### src/rtl/ttag_pkg.sv
package ttag_pkg;

   typedef enum logic [2:0] {
      RES_2US   = 3'd0,
      RES_4US   = 3'd1,
      RES_8US   = 3'd2,
      RES_16US  = 3'd3,
      RES_32US  = 3'd4,
      RES_64US  = 3'd5,
      RES_EXT_A = 3'd6,
      RES_EXT_B = 3'd7
   } res_code_e;

   // Codes above the slowest internal resolution hand the count to the external tick.
   function automatic logic is_ext(input logic [2:0] code);
      return code > RES_64US;
   endfunction

endpackage

### src/rtl/ttag_prescaler.sv
module ttag_prescaler #(
   parameter int CLK_MHZ = 16
) (
   input  logic       clk,
   input  logic       rst_n,
   input  logic       clr,
   input  logic       hold,
   input  logic [2:0] res_sel,
   output logic       tick
);
   // Longest period is CLK_MHZ*64 cycles; one spare bit absorbs the shift.
   localparam int PRE_W = $clog2(CLK_MHZ * 128);
   localparam logic [PRE_W:0] BASE_V = (PRE_W + 1)'(CLK_MHZ * 2);
   localparam logic [PRE_W:0] ONE_V  = (PRE_W + 1)'(1);

   logic [PRE_W:0] pre_q;
   logic [PRE_W:0] limit;

   always_comb begin
      limit = (BASE_V << res_sel) - ONE_V;
      // ">=" lets a switch to a shorter interval take effect at once.
      tick  = !hold && (pre_q >= limit);
   end

   always_ff @(posedge clk) begin
      if (!rst_n)                 pre_q <= '0;
      else if (clr || hold || tick) pre_q <= '0;
      else                        pre_q <= pre_q + ONE_V;
   end

   generate
      if (CLK_MHZ < 1) begin : g_bad_clk
         $error("ttag_prescaler: CLK_MHZ must be at least 1");
      end
   endgenerate
endmodule

### src/rtl/ttag_edge_sync.sv
module ttag_edge_sync #(
   parameter int STAGES = 2
) (
   input  logic clk,
   input  logic rst_n,
   input  logic din,
   output logic rise
);
   logic [STAGES:0] sr_q;

   always_ff @(posedge clk) begin
      if (!rst_n) sr_q <= '0;
      else        sr_q <= {sr_q[STAGES-1:0], din};
   end

   assign rise = sr_q[STAGES-1] & ~sr_q[STAGES];

   generate
      if (STAGES < 2) begin : g_bad_depth
         $error("ttag_edge_sync: at least two synchroniser stages required");
      end
   endgenerate
endmodule

### src/rtl/ttag_count_core.sv
module ttag_count_core #(
   parameter int W = 16
) (
   input  logic         clk,
   input  logic         rst_n,
   input  logic         wr_en,
   input  logic [W-1:0] wr_data,
   input  logic         inc,
   input  logic         cap_req,
   output logic [W-1:0] count,
   output logic         rollover,
   output logic [W-1:0] cap_value,
   output logic         cap_valid
);
   localparam logic [W-1:0] ALL_ONES = '1;
   localparam logic [W-1:0] ONE_V    = W'(1);

   always_ff @(posedge clk) begin
      if (!rst_n) begin
         count    <= '0;
         rollover <= 1'b0;
      end else if (wr_en) begin
         count    <= wr_data;
         rollover <= 1'b0;
      end else if (inc) begin
         count    <= count + ONE_V;
         rollover <= (count == ALL_ONES);
      end else begin
         rollover <= 1'b0;
      end
   end

   always_ff @(posedge clk) begin
      if (!rst_n) begin
         cap_value <= '0;
         cap_valid <= 1'b0;
      end else begin
         cap_valid <= cap_req;
         if (cap_req) cap_value <= count;
      end
   end
endmodule

### src/rtl/ttag_counter.sv
module ttag_counter #(
   parameter int CLK_MHZ     = 16,
   parameter int CNT_W       = 16,
   parameter int SYNC_STAGES = 2
) (
   input  logic             clk,
   input  logic             rst_n,
   input  logic [2:0]       res_sel,
   input  logic             ext_tick,
   input  logic             wr_en,
   input  logic [CNT_W-1:0] wr_data,
   input  logic             cap_req,
   output logic [CNT_W-1:0] count,
   output logic             rollover,
   output logic [CNT_W-1:0] cap_value,
   output logic             cap_valid
);
   import ttag_pkg::*;

   logic ext_mode;
   logic pre_tick;
   logic ext_rise;
   logic inc;

   assign ext_mode = is_ext(res_sel);

   ttag_prescaler #(.CLK_MHZ(CLK_MHZ)) u_pre (
      .clk(clk), .rst_n(rst_n), .clr(wr_en), .hold(ext_mode),
      .res_sel(res_sel), .tick(pre_tick)
   );

   ttag_edge_sync #(.STAGES(SYNC_STAGES)) u_sync (
      .clk(clk), .rst_n(rst_n), .din(ext_tick), .rise(ext_rise)
   );

   assign inc = ext_mode ? ext_rise : pre_tick;

   ttag_count_core #(.W(CNT_W)) u_core (
      .clk(clk), .rst_n(rst_n), .wr_en(wr_en), .wr_data(wr_data),
      .inc(inc), .cap_req(cap_req), .count(count), .rollover(rollover),
      .cap_value(cap_value), .cap_valid(cap_valid)
   );

   generate
      if (CNT_W < 2) begin : g_bad_width
         $error("ttag_counter: CNT_W must be at least 2");
      end
   endgenerate
endmodule

### config.mk
export PLATFORM = sky130hd
export DESIGN_NAME = ttag_counter
export DESIGN_NICKNAME = d
export VERILOG_FILES = /design/src/rtl/ttag_pkg.sv /design/src/rtl/ttag_prescaler.sv /design/src/rtl/ttag_edge_sync.sv /design/src/rtl/ttag_count_core.sv /design/src/rtl/ttag_counter.sv
export SDC_FILE = /design/constraint.sdc
export NUM_CORES = 1
export LEC_CHECK = 0
export BUFFER_PORTS_ARGS = -buffer_cell sky130_fd_sc_hd__clkbuf_2
export CORE_UTILIZATION = 40
export CTS_CLUSTER_SIZE = 14
export DETAILED_ROUTE_END_ITERATION = 6
export SLEW_MARGIN = 30
export SYNTH_ARGS = -nofsm -noshare
export SYNTH_HDL_FRONTEND = slang
export SYNTH_SLANG_ARGS = --single-unit
### constraint.sdc
create_clock -name clk -period 2.5 [get_ports clk]
set_input_delay 0.125 -clock clk [delete_from_list [all_inputs] [get_ports clk]]
set_output_delay 0.125 -clock clk [all_outputs]
set_load 0.005 [all_outputs]
### Yosys cells after proc, flatten, opt, wreduce, memory -nomap -nowiden

Index checks and enable logic that the tools add are counted.
W data, S select, Z words.

* output and inout bits: 34
* bits of input ports: 24
* logic and storage cells: 27
* register bits after elaboration: 49

* equal/unequal tests: 1
* magnitude comparators: 2
* reductions and logical operators: 7
* muxes and demuxes: 3
* shifts and indexed selects: 1
* bitwise logic cells: 4
* $add $sub $neg: 3

Operator list (count)
* $mux W16: 2
* $add A16 B1 Y16 const B: 1
* $eq A16 B16 Y1 const B: 1
* $add A12 B1 Y12 const B: 1
* $ge A12 B12 Y1: 1
* $shl A6 B3 Y12 const A: 1
* $sub A12 B1 Y12 const B: 1
* $gt A3 B3 Y1 const B: 1
* $not A1 Y1: 3
* $reduce_or A3 Y1: 1
* $logic_or A1 B1 Y1: 2
* $reduce_bool A2 Y1: 1
* $reduce_or A2 Y1: 1
* $and A1 B1 Y1: 1
* $logic_and A1 B1 Y1: 1
* $logic_not A1 Y1: 1
* $mux W1: 1

### Logic depth before layout (Yosys ltp)

Gate-level depths: netlist of run 1.

* depth after elaboration: 7
* gate-level depth with buffers: 13
* mapped depth without buffers: 12

### Cells and area by module

Synthesis of run 1 repeated with hierarchy kept, for this count alone.

* cells, all modules: 255
* area total of the unflattened synthesis: 2448.6 um^2

Modules (own cells, without submodules)
* ttag_count_core: times used 1, cells each 157, area each 1500.2 um^2, seq. area each 680.7 um^2
* ttag_prescaler: times used 1, cells each 89, area each 832.0 um^2, seq. area each 240.2 um^2
* ttag_edge_sync: times used 1, cells each 7, area each 92.6 um^2, seq. area each 60.1 um^2
* ttag_counter: times used 1, cells each 2, area each 23.8 um^2, seq. area each 0.0 um^2

### Least setup slack after synthesis of run 1

No wires, ideal clock.

* path kind: input to register
* start: input res_sel[1]
* end: register u_core.count[5]
* cell stages on the path: 12
* setup slack: -0.074 ns
* data required time: 2.367 ns
* buffers on the path: 1
* library setup time: 0.133 ns
* arrival time: 2.442 ns
* path through: or3_1 -> ha_1 -> clkbuf_1 -> nor3_1 -> a21o_1 -> a21oi_1 -> ha_1 -> a211oi_1 -> o21a_2 -> nor2_1 -> a2111oi_0 -> nor3b_1

* word-level cells in the longest chain between the ends: 6
* elaborated cells between the ends (all ways): 8
* classes of those cells: add/sub: 1; order compare: 2; shift: 1; mux: 1; reduce/logical: 3

RTL lines
* from (decl): line ttag_counter.sv:8 `input logic [2:0] res_sel,`
* $shl A6 B3 Y12: line ttag_prescaler.sv:20 `limit = (BASE_V << res_sel) - ONE_V;`
* $sub A12 B1 Y12: line ttag_prescaler.sv:20
* $ge A12 B12 Y1: line ttag_prescaler.sv:22 `tick = !hold && (pre_q >= limit);`
* $logic_and A1 B1 Y1: line ttag_prescaler.sv:22
* $mux W1 *: line ttag_counter.sv:36 `assign inc = ext_mode ? ext_rise : pre_tick;`
* $reduce_bool A2 Y1 (no source line) *
* to (signal assigned): line ttag_count_core.sv:23 `count <= wr_data;`
* to (signal assigned): line ttag_count_core.sv:26 `count <= count + ONE_V;`
* to (decl): line ttag_count_core.sv:10 `output logic [W-1:0] count,`

Every way passes the cells marked *; elsewhere a longest branch is shown, timed or not.
A chain may end at the register's enable or synchronous reset.

### Worst setup path in the final report of run 1

* start: input res_sel[1]
* end: register u_core.count[7]

Same word-level chain as after synthesis.

==> run summary, run 1 <==
Multi-input gate area -> 1720 sq um
Vias in the first global route -> 2368
Final WL -> 6520 um
Post-layout nets -> 407
Vias -> 2466
CTS tree -> built
Most used routing layer -> met2
Die height -> 85.0 um
Total core area -> 6490 sq um
Layout Skew -> 4.09 ps
Mux share of post-synthesis cell area -> 5.81%
I/O Pins -> 58
Clock buffer depth -> 2
Initial antenna violation count -> 0
Async set or reset register ratio after synthesis -> 0%
# hold bufs at CTS -> 0
Placed cell count -> 443
Initial Util -> 42.5%
XOR/XNOR Fraction of Synth Area -> 3.81%
Max rail drop VDD -> 226 uV
Worst Path Required -> 2700 ps
Clock Latency Late Sink -> 290 ps
Critical path endpoint category -> flip-flop
Placer Congestion -> 0.820
Worst min path class -> input port to flip-flop
Yosys cell types -> 55
Main combinational cell family by area after synthesis -> simple AND/OR/NAND/NOR gates
Logic pwr share -> 14.8%
Synthesis Warnings -> 0
GR Util met1 -> 25.9%
P per Cell Area -> 473 nW/um^2
Slew Limit Fails -> 0
Post-synthesis adder-cell area fraction -> 4.54%
Simple-gate portion of the synthesized area -> 25.2%
Max-cap violations -> 0
Post-CTS setup buffer count -> 0
Internal power -> 1150 uW
Clock power frac -> 29.8%
Non-filler instance count after layout -> 450
Most common cell after layout, fill and taps aside -> clkbuf_2
Post-synth top flop -> dfxtp_1
Avg WL per Cell -> 14.5 um
Synthesized cell area -> 2760 sq um
1st-iter DRT viols -> 158
Most frequent cells in the layout -> clkbuf_2 (57), dfxtp_1 (49), nand2_1 (29)
Routing usage on met2 -> 31.7%
Synth Net Count -> 345
CTS Buf Count -> 5
Layout cells sized above 1 -> 27.1%
Total track usage -> 19.0%
Crit Path Class -> input port to flip-flop
Clk sink count -> 49
Average size of a mapped cell -> 8.87 sq um
Compound-Gate Fraction of Synth Area -> 21.5%
DP Worst Slack -> -280 ps
Drc violations -> 0
Ranking of synthesized cells by area -> dfxtp_1 (36%), mux2i_1 (5.8%), ha_1 (4.5%)
Met3 Usage GRT -> 2.92%
Synth top area share -> 35.6%
RSZ-0062 raised after global routing -> no
Pre-antenna DRT Iters -> 4
Die width -> 85.0 um
# setup viols final -> 0
CTS root buffer -> clkbuf_8
Post-Syn Instances -> 311
Synthesized flop and latch total -> 49
Critical Path Source Type -> input port
# fillers -> 614
Dpl hpwl -> 4880 um
Area Growth Syn to Fin -> 19.7%
Overall die area -> 7230 sq um
Worst Path Max Fanout -> 6
WP data arrival -> 2550 ps
Post-CTS sizing -> 0
ANT cells -> 0
Largest net degree at the start of global routing -> 28
Via-per-instance ratio -> 5.48
Worst hold margin -> 36.7 ps
Reg power frac -> 55.4%
Area leader, netlist -> dfxtp_1
H-Tree Depth -> 2
Register area share after synthesis -> 35.6%
Clk slew on worst S/H paths -> 90 ps
Leak -> 0.00134 uW
GRT overflow -> 0
EDFF count, synth -> 0
Hold violation count in the final report -> 0
Port bufs -> 57
FMAX -> 426 MHz
Remaining antenna violation count -> 0
Worst setup margin -> 151 ps
Worst Tran Pin Value -> 567 ps
Outcome -> complete, no violations
Net Switching -> 414 uW
Fin crit share -> 93.9%
FP Rows -> 29
Switch share -> 26.5%
Final min period -> 2350 ps
Slew margin rel. -> 62.2%
Global-route wire length before repair -> 11200 um
Setup TNS -> 0 ps
FF+latch area -> 981 sq um
==> routing by layer <==
metal,up-vias,share of wire (%),wire (um)
met1,1133,50,3250
met2,56,46,3010
li1,1273,-,-
met4,0,0.63,41
met5,-,0,0
met3,4,3.4,219
==> logic make-up after synthesis <==
logic type	Yosys count
buffers and inverters	23
and+or+nand+nor	130
muxes	16
AOI/OAI and AO/OA	71
adders and majority gates	10
xor gates and xnor gates	12
DFF	49
==> worst max-delay path, cell delays in order <==
cell and delay (ps):
clkbuf_2 90, or3_1 400, ha_2 240, xor2_1 180
ha_1 310, and3_1 210, a41oi_2 180, buf_4 180
a2111o_1 370, a311oi_1 280
==> power by group through the flow <==
stage                     clock, uW  sequential, uW  combinational (uW)
after detailed placement          0             884                 228
after global placement            0             883                 225
after CTS                       486             866                 228
after floorplan                   0             875                 139
final                           466             866                 231
after global routing            514             874                 261
==> cells in the mapped netlist, types with 7 or more instances <==
cell / n
mux2i_1: 16
o211ai_1: 12
a31oi_1: 8
o2111ai_1: 8
nand3_1: 18
dfxtp_1: 49
ha_1: 10
nor2_1: 22
nand2_1: 29
o21ai_0: 10
and3_1: 7
nor2b_1: 19
nor3_1: 11
clkbuf_1: 13
==> sequential cells by signal (all words and copies together), names as in the netlist <==
| register | cells |
|---|---|
| u_core.cap_value | 16 |
| u_core.count | 16 |
| u_pre.pre_q | 12 |
| u_sync.sr_q | 3 |
| u_core.cap_valid | 1 |
| u_core.rollover | 1 |
==> final timing paths <==
check / endpoint / slack [ps] / cells after the start / from
hold / removal: u_sync.sr_q[0] / 40 / 2 / ext_tick
hold reg to reg: u_sync.sr_q[1] / 440 / 1 / u_sync.sr_q[0]
setup reg to reg: u_core.count[1] / 390 / 6 / u_pre.pre_q[6]
setup / recovery: u_core.count[7] / 150 / 10 / res_sel[1]
==> cell type report <==
class,count,area share (%)
inverter,6,0.682
tap,77,2.92
sequential,49,29.7
clock buffer,7,2.61
multi-input combinational,239,52.0
timing repair buffer,72,12.1
==> through the flow <==
stage	total power, uW	util [%]	area (sq um)
finish	1560	50.8	3300
global route	1650	50.8	3300
CTS	1580	50.2	3260
detailed placement	1110	48.9	3180
global placement	1110	48.9	3180
floorplan	1010	-	2760
No activity file was read; power rests on OpenSTA's default activity.
==> inputs of run 2 (changes only) <==
--- a/config.mk
+++ b/config.mk
@@ -6,9 +6,11 @@
 export NUM_CORES = 1
 export LEC_CHECK = 0
 export BUFFER_PORTS_ARGS = -buffer_cell sky130_fd_sc_hd__clkbuf_2
+export CORE_ASPECT_RATIO = 0.5
 export CORE_UTILIZATION = 40
 export CTS_CLUSTER_SIZE = 14
 export DETAILED_ROUTE_END_ITERATION = 6
+export GPL_TIMING_DRIVEN = 0
 export SLEW_MARGIN = 30
 export SYNTH_ARGS = -nofsm -noshare
 export SYNTH_HDL_FRONTEND = slang
==> run summary, run 2 (synthesis gave the netlist of run 1 again) <==
Worst Path Max Fanout -> 7
Clk slew on worst S/H paths -> 70 ps
FP Rows -> 20
GRT overflow -> 0
Worst hold margin -> 34.6 ps
Via-per-instance ratio -> 5.44
Worst Tran Pin Value -> 533 ps
Max-cap violations -> 0
Clk sink count -> 49
Slew margin rel. -> 64.1%
H-Tree Depth -> 2
Outcome -> complete, no violations
Critical Path Source Type -> input port
Slew Limit Fails -> 0
Area Growth Syn to Fin -> 22.7%
Crit Path Class -> input port to flip-flop
Setup TNS -> 0 ps
Remaining antenna violation count -> 0
# fillers -> 654
Worst min path class -> input port to flip-flop
Die width -> 119 um
Overall die area -> 7250 sq um
Initial Util -> 43.4%
Clock buffer depth -> 2
Most common cell after layout, fill and taps aside -> clkbuf_2
CTS Buf Count -> 5
Vias in the first global route -> 2422
# hold bufs at CTS -> 0
Depth of the worst hold-timing path -> 2
RSZ-0062 raised after global routing -> no
Die height -> 60.7 um
Internal reg-to-reg setup slack -> 400 ps
CTS root buffer -> clkbuf_16
Layout cells sized above 1 -> 25.8%
Placed cell count -> 454
DP Worst Slack -> -489 ps
Total core area -> 6360 sq um
Vias -> 2545
Top Metal Used -> met4
Worst r2r src -> u_pre.pre_q[6]
Final WL -> 7340 um
Total track usage -> 21.9%
Dpl hpwl -> 5350 um
Worst hold endpoint -> u_sync.sr_q[0]
Avg WL per Cell -> 15.7 um
Post-layout nets -> 413
Port bufs -> 55
Worst Path Required -> 2710 ps
Worst setup margin -> 115 ps
Layout Skew -> 2.98 ps
Most frequent cells in the layout -> clkbuf_2 (55), dfxtp_1 (49), nand2_1 (29)
Met2 Wirelength -> 3100 um
# setup viols final -> 0
Critical path endpoint category -> flip-flop
Pre-antenna DRT Iters -> 4
FMAX -> 419 MHz
CTS tree -> built
Worst hold start -> ext_tick
Largest net degree at the start of global routing -> 15
I/O Pins -> 58
R2R cell count -> 6
ANT cells -> 0
Drc violations -> 0
Global-route wire length before repair -> 12000 um
Largest registers -> u_core.cap_value x16, u_core.count x16, u_pre.pre_q x12
Metal3 WL -> 334 um
Non-filler instance count after layout -> 468
Metal1 wirelength -> 3820 um
Hold violation count in the final report -> 0
Leak -> 0.00135 uW
Fin crit share -> 95.4%
Max rail drop VDD -> 365 uV
R2R Path End -> u_core.count[0]
Placer Congestion -> 0.839
WP data arrival -> 2600 ps
1st-iter DRT viols -> 152
Clock Latency Late Sink -> 290 ps
P per Cell Area -> 527 nW/um^2
Final min period -> 2390 ps
Initial antenna violation count -> 0
## run 2: cell types whose count changed in the layout (fill, tap and decap cells not counted), sizes merged
cell	before	now
buf	15	12
clkinvlp	0	1
clkbuf	64	73
## run 2: worst max path at each step
stage	start	to	slack (ps)	depth (start not counted)
final	res_sel[1]	u_core.count[11]	110	11
after CTS	res_sel[1]	u_core.count[3]	-30	13
after global routing	res_sel[1]	u_core.count[9]	3	11
after detailed placement	res_sel[1]	u_core.count[3]	-490	13
after floorplan	res_sel[1]	u_core.count[3]	20	10
after global placement	res_sel[1]	u_core.count[3]	-410	13
## run 2: per-stage QoR
stage               utilization (%)  instance area (sq um)  power (uW)
floorplan                         -                   2760        1010
global placement               49.5                   3140        1110
detailed placement             49.5                   3140        1110
CTS                            52.5                   3340        1790
global route                   53.2                   3380        1870
finish                         53.2                   3380        1780
## run 2: power by group
group	leakage, uW	switching [uW]	internal, uW
registers	0.000401	52.5	819
logic	0.000886	127	112
clock network	0.0000641	302	372
## run 2: critical path, cell delays in order
cell and delay, ps:
clkbuf_2 130, or3_1 410, ha_2 230, xor2_1 170
ha_1 290, and3_1 200, a41o_4 300, o21ai_4 250
a2111oi_4 110, buf_4 180, o211ai_1 180
## run 2: layout make-up
cell class | count | area, sq um | area share, %
flip-flops and latches | 49 | 981 | 29.0
well taps | 88 | 110 | 3.25
multi-input cells | 239 | 1730 | 51.0
clock buffers | 7 | 133 | 3.92
plain buffers | 16 | 75.1 | 2.22
repair buffers | 62 | 328 | 9.69
clock inverters | 1 | 7.51 | 0.222
inverters | 6 | 22.5 | 0.666
## run 2: routing by layer
layer	track usage, %	up-vias
met4	6.43	0
met1	30.2	1196
li1	-	1284
met3	5.64	9
met5	0	-
met2	34.3	56
## run 2: timing repair
item                                    4_1_cts  5_1_grt
endpoints found under the setup margin       18       26
gates resized for setup                       5        9
pin swaps                                     2        3
buffers inserted                              5        2
==> inputs of run 3 (changes only) <==
--- a/config.mk
+++ b/config.mk
@@ -11,6 +11,7 @@
 export CTS_CLUSTER_SIZE = 14
 export DETAILED_ROUTE_END_ITERATION = 6
 export GPL_TIMING_DRIVEN = 0
+export MAX_ROUTING_LAYER = met4
 export SLEW_MARGIN = 30
 export SYNTH_ARGS = -nofsm -noshare
 export SYNTH_HDL_FRONTEND = slang
==> run summary, run 3 (synthesis gave the netlist of run 1 again) <==
Outcome -> complete, no violations
Worst setup margin -> 120 ps
Worst Path Max Fanout -> 7
GRT overflow -> 0
Clock buffer depth -> 2
Clk sink count -> 49
WP data arrival -> 2600 ps
Slew Limit Fails -> 0
Via-per-instance ratio -> 5.52
Fin crit share -> 95.2%
CTS Buf Count -> 5
Hold violation count in the final report -> 0
Layout cells sized above 1 -> 25.8%
Layout Skew -> 3.38 ps
Worst min path class -> input port to flip-flop
Avg WL per Cell -> 15.7 um
Vias in the first global route -> 2423
Worst Tran Pin Value -> 533 ps
Worst Path Required -> 2710 ps
# setup viols final -> 0
Leak -> 0.00135 uW
# fillers -> 654
Critical Path Source Type -> input port
I/O Pins -> 58
DP Worst Slack -> -489 ps
Overall die area -> 7250 sq um
FP Rows -> 20
Dpl hpwl -> 5350 um
Total core area -> 6360 sq um
Drc violations -> 0
ANT cells -> 0
Remaining antenna violation count -> 0
CTS tree -> built
Placer Congestion -> 0.852
Total track usage -> 22.6%
Max rail drop VDD -> 365 uV
CTS root buffer -> clkbuf_16
Die width -> 119 um
Critical path endpoint category -> flip-flop
Area Growth Syn to Fin -> 22.7%
DP Area -> 3140 sq um
Pre-antenna DRT Iters -> 4
Die height -> 60.7 um
1st-iter DRT viols -> 169
Slew margin rel. -> 64.1%
Crit Path Class -> input port to flip-flop
# hold bufs at CTS -> 0
Initial antenna violation count -> 0
Final min period -> 2380 ps
Clock Latency Late Sink -> 290 ps
H-Tree Depth -> 2
Final Cell Area -> 3380 sq um
Max-cap violations -> 0
P per Cell Area -> 527 nW/um^2
Most common cell after layout, fill and taps aside -> clkbuf_2
FMAX -> 420 MHz
Vias -> 2583
Largest net degree at the start of global routing -> 15
RSZ-0062 raised after global routing -> no
Final WL -> 7350 um
Initial Util -> 43.4%
Largest registers -> u_core.cap_value x16, u_core.count x16, u_pre.pre_q x12
Post-layout nets -> 413
Most frequent cells in the layout -> clkbuf_2 (55), dfxtp_1 (49), nand2_1 (29)
Port bufs -> 55
Global-route wire length before repair -> 12100 um
Clk slew on worst S/H paths -> 70 ps
run 3: cell counts in the layout (fill, tap and decap cells not counted):
No cell type changed its count.
run 3: cell type report:
cell class                 instances  area, sq um  area share [%]
tap                               88          110            3.25
buffer                            16         75.1            2.22
sequential                        49          981            29.0
inverter                           6         22.5           0.666
clock buffer                       7          133            3.92
multi-input combinational        239         1730            51.0
timing repair buffer              62          328            9.69
clock inverter                     1         7.51           0.222
run 3: per-stage QoR:
step	hold slack, ps	util, %	std cells	total power, uW	TNS (ps)
after global placement	332	49.5	454	1110	-8270
final	35.1	53.2	468	1780	0
after global routing	34.8	53.2	468	1870	0
after CTS	29.2	52.5	467	1790	-37.3
after floorplan	252	-	311	1010	0
after detailed placement	336	49.5	454	1110	-9690
run 3: timing repair:
item	CTS	global route
cloned	0	0
setup buffers	5	2
resized for setup	5	9
endpoints found under the setup margin	18	26
pin swaps	2	3
run 3: final timing paths:
kind	cells past startpoint	to	slack, ps	start
hold / removal	2	u_sync.sr_q[0]	40	ext_tick
setup reg to reg	6	u_core.count[0]	400	u_pre.pre_q[6]
setup / recovery	11	u_core.count[11]	120	res_sel[1]
hold reg to reg	1	u_sync.sr_q[1]	440	u_sync.sr_q[0]
run 3: report_power, final:
group | total (uW) | switching (uW) | internal [uW] | leakage (uW)
combinational | 239 | 127 | 112 | 0.000886
clock | 674 | 301 | 372 | 0.0000641
sequential | 871 | 52.5 | 819 | 0.000401
total | 1780 | 481 | 1300 | 0.00135
run 3: layer usage:
metal	vias to the layer above	track usage, %	share of wire [%]
met5	-	-	0
met3	7	5.08	4.3
li1	1285	-	-
met1	1243	30.4	52
met4	0	6.43	0.88
met2	48	34.4	43
run 3: worst max-delay path: stages:
cell	delay [ps]
clkbuf_2	130
or3_1	410
ha_2	230
xor2_1	170
ha_1	290
and3_1	200
a41o_4	300
o21ai_4	250
a2111oi_4	110
buf_4	180
o211ai_1	180
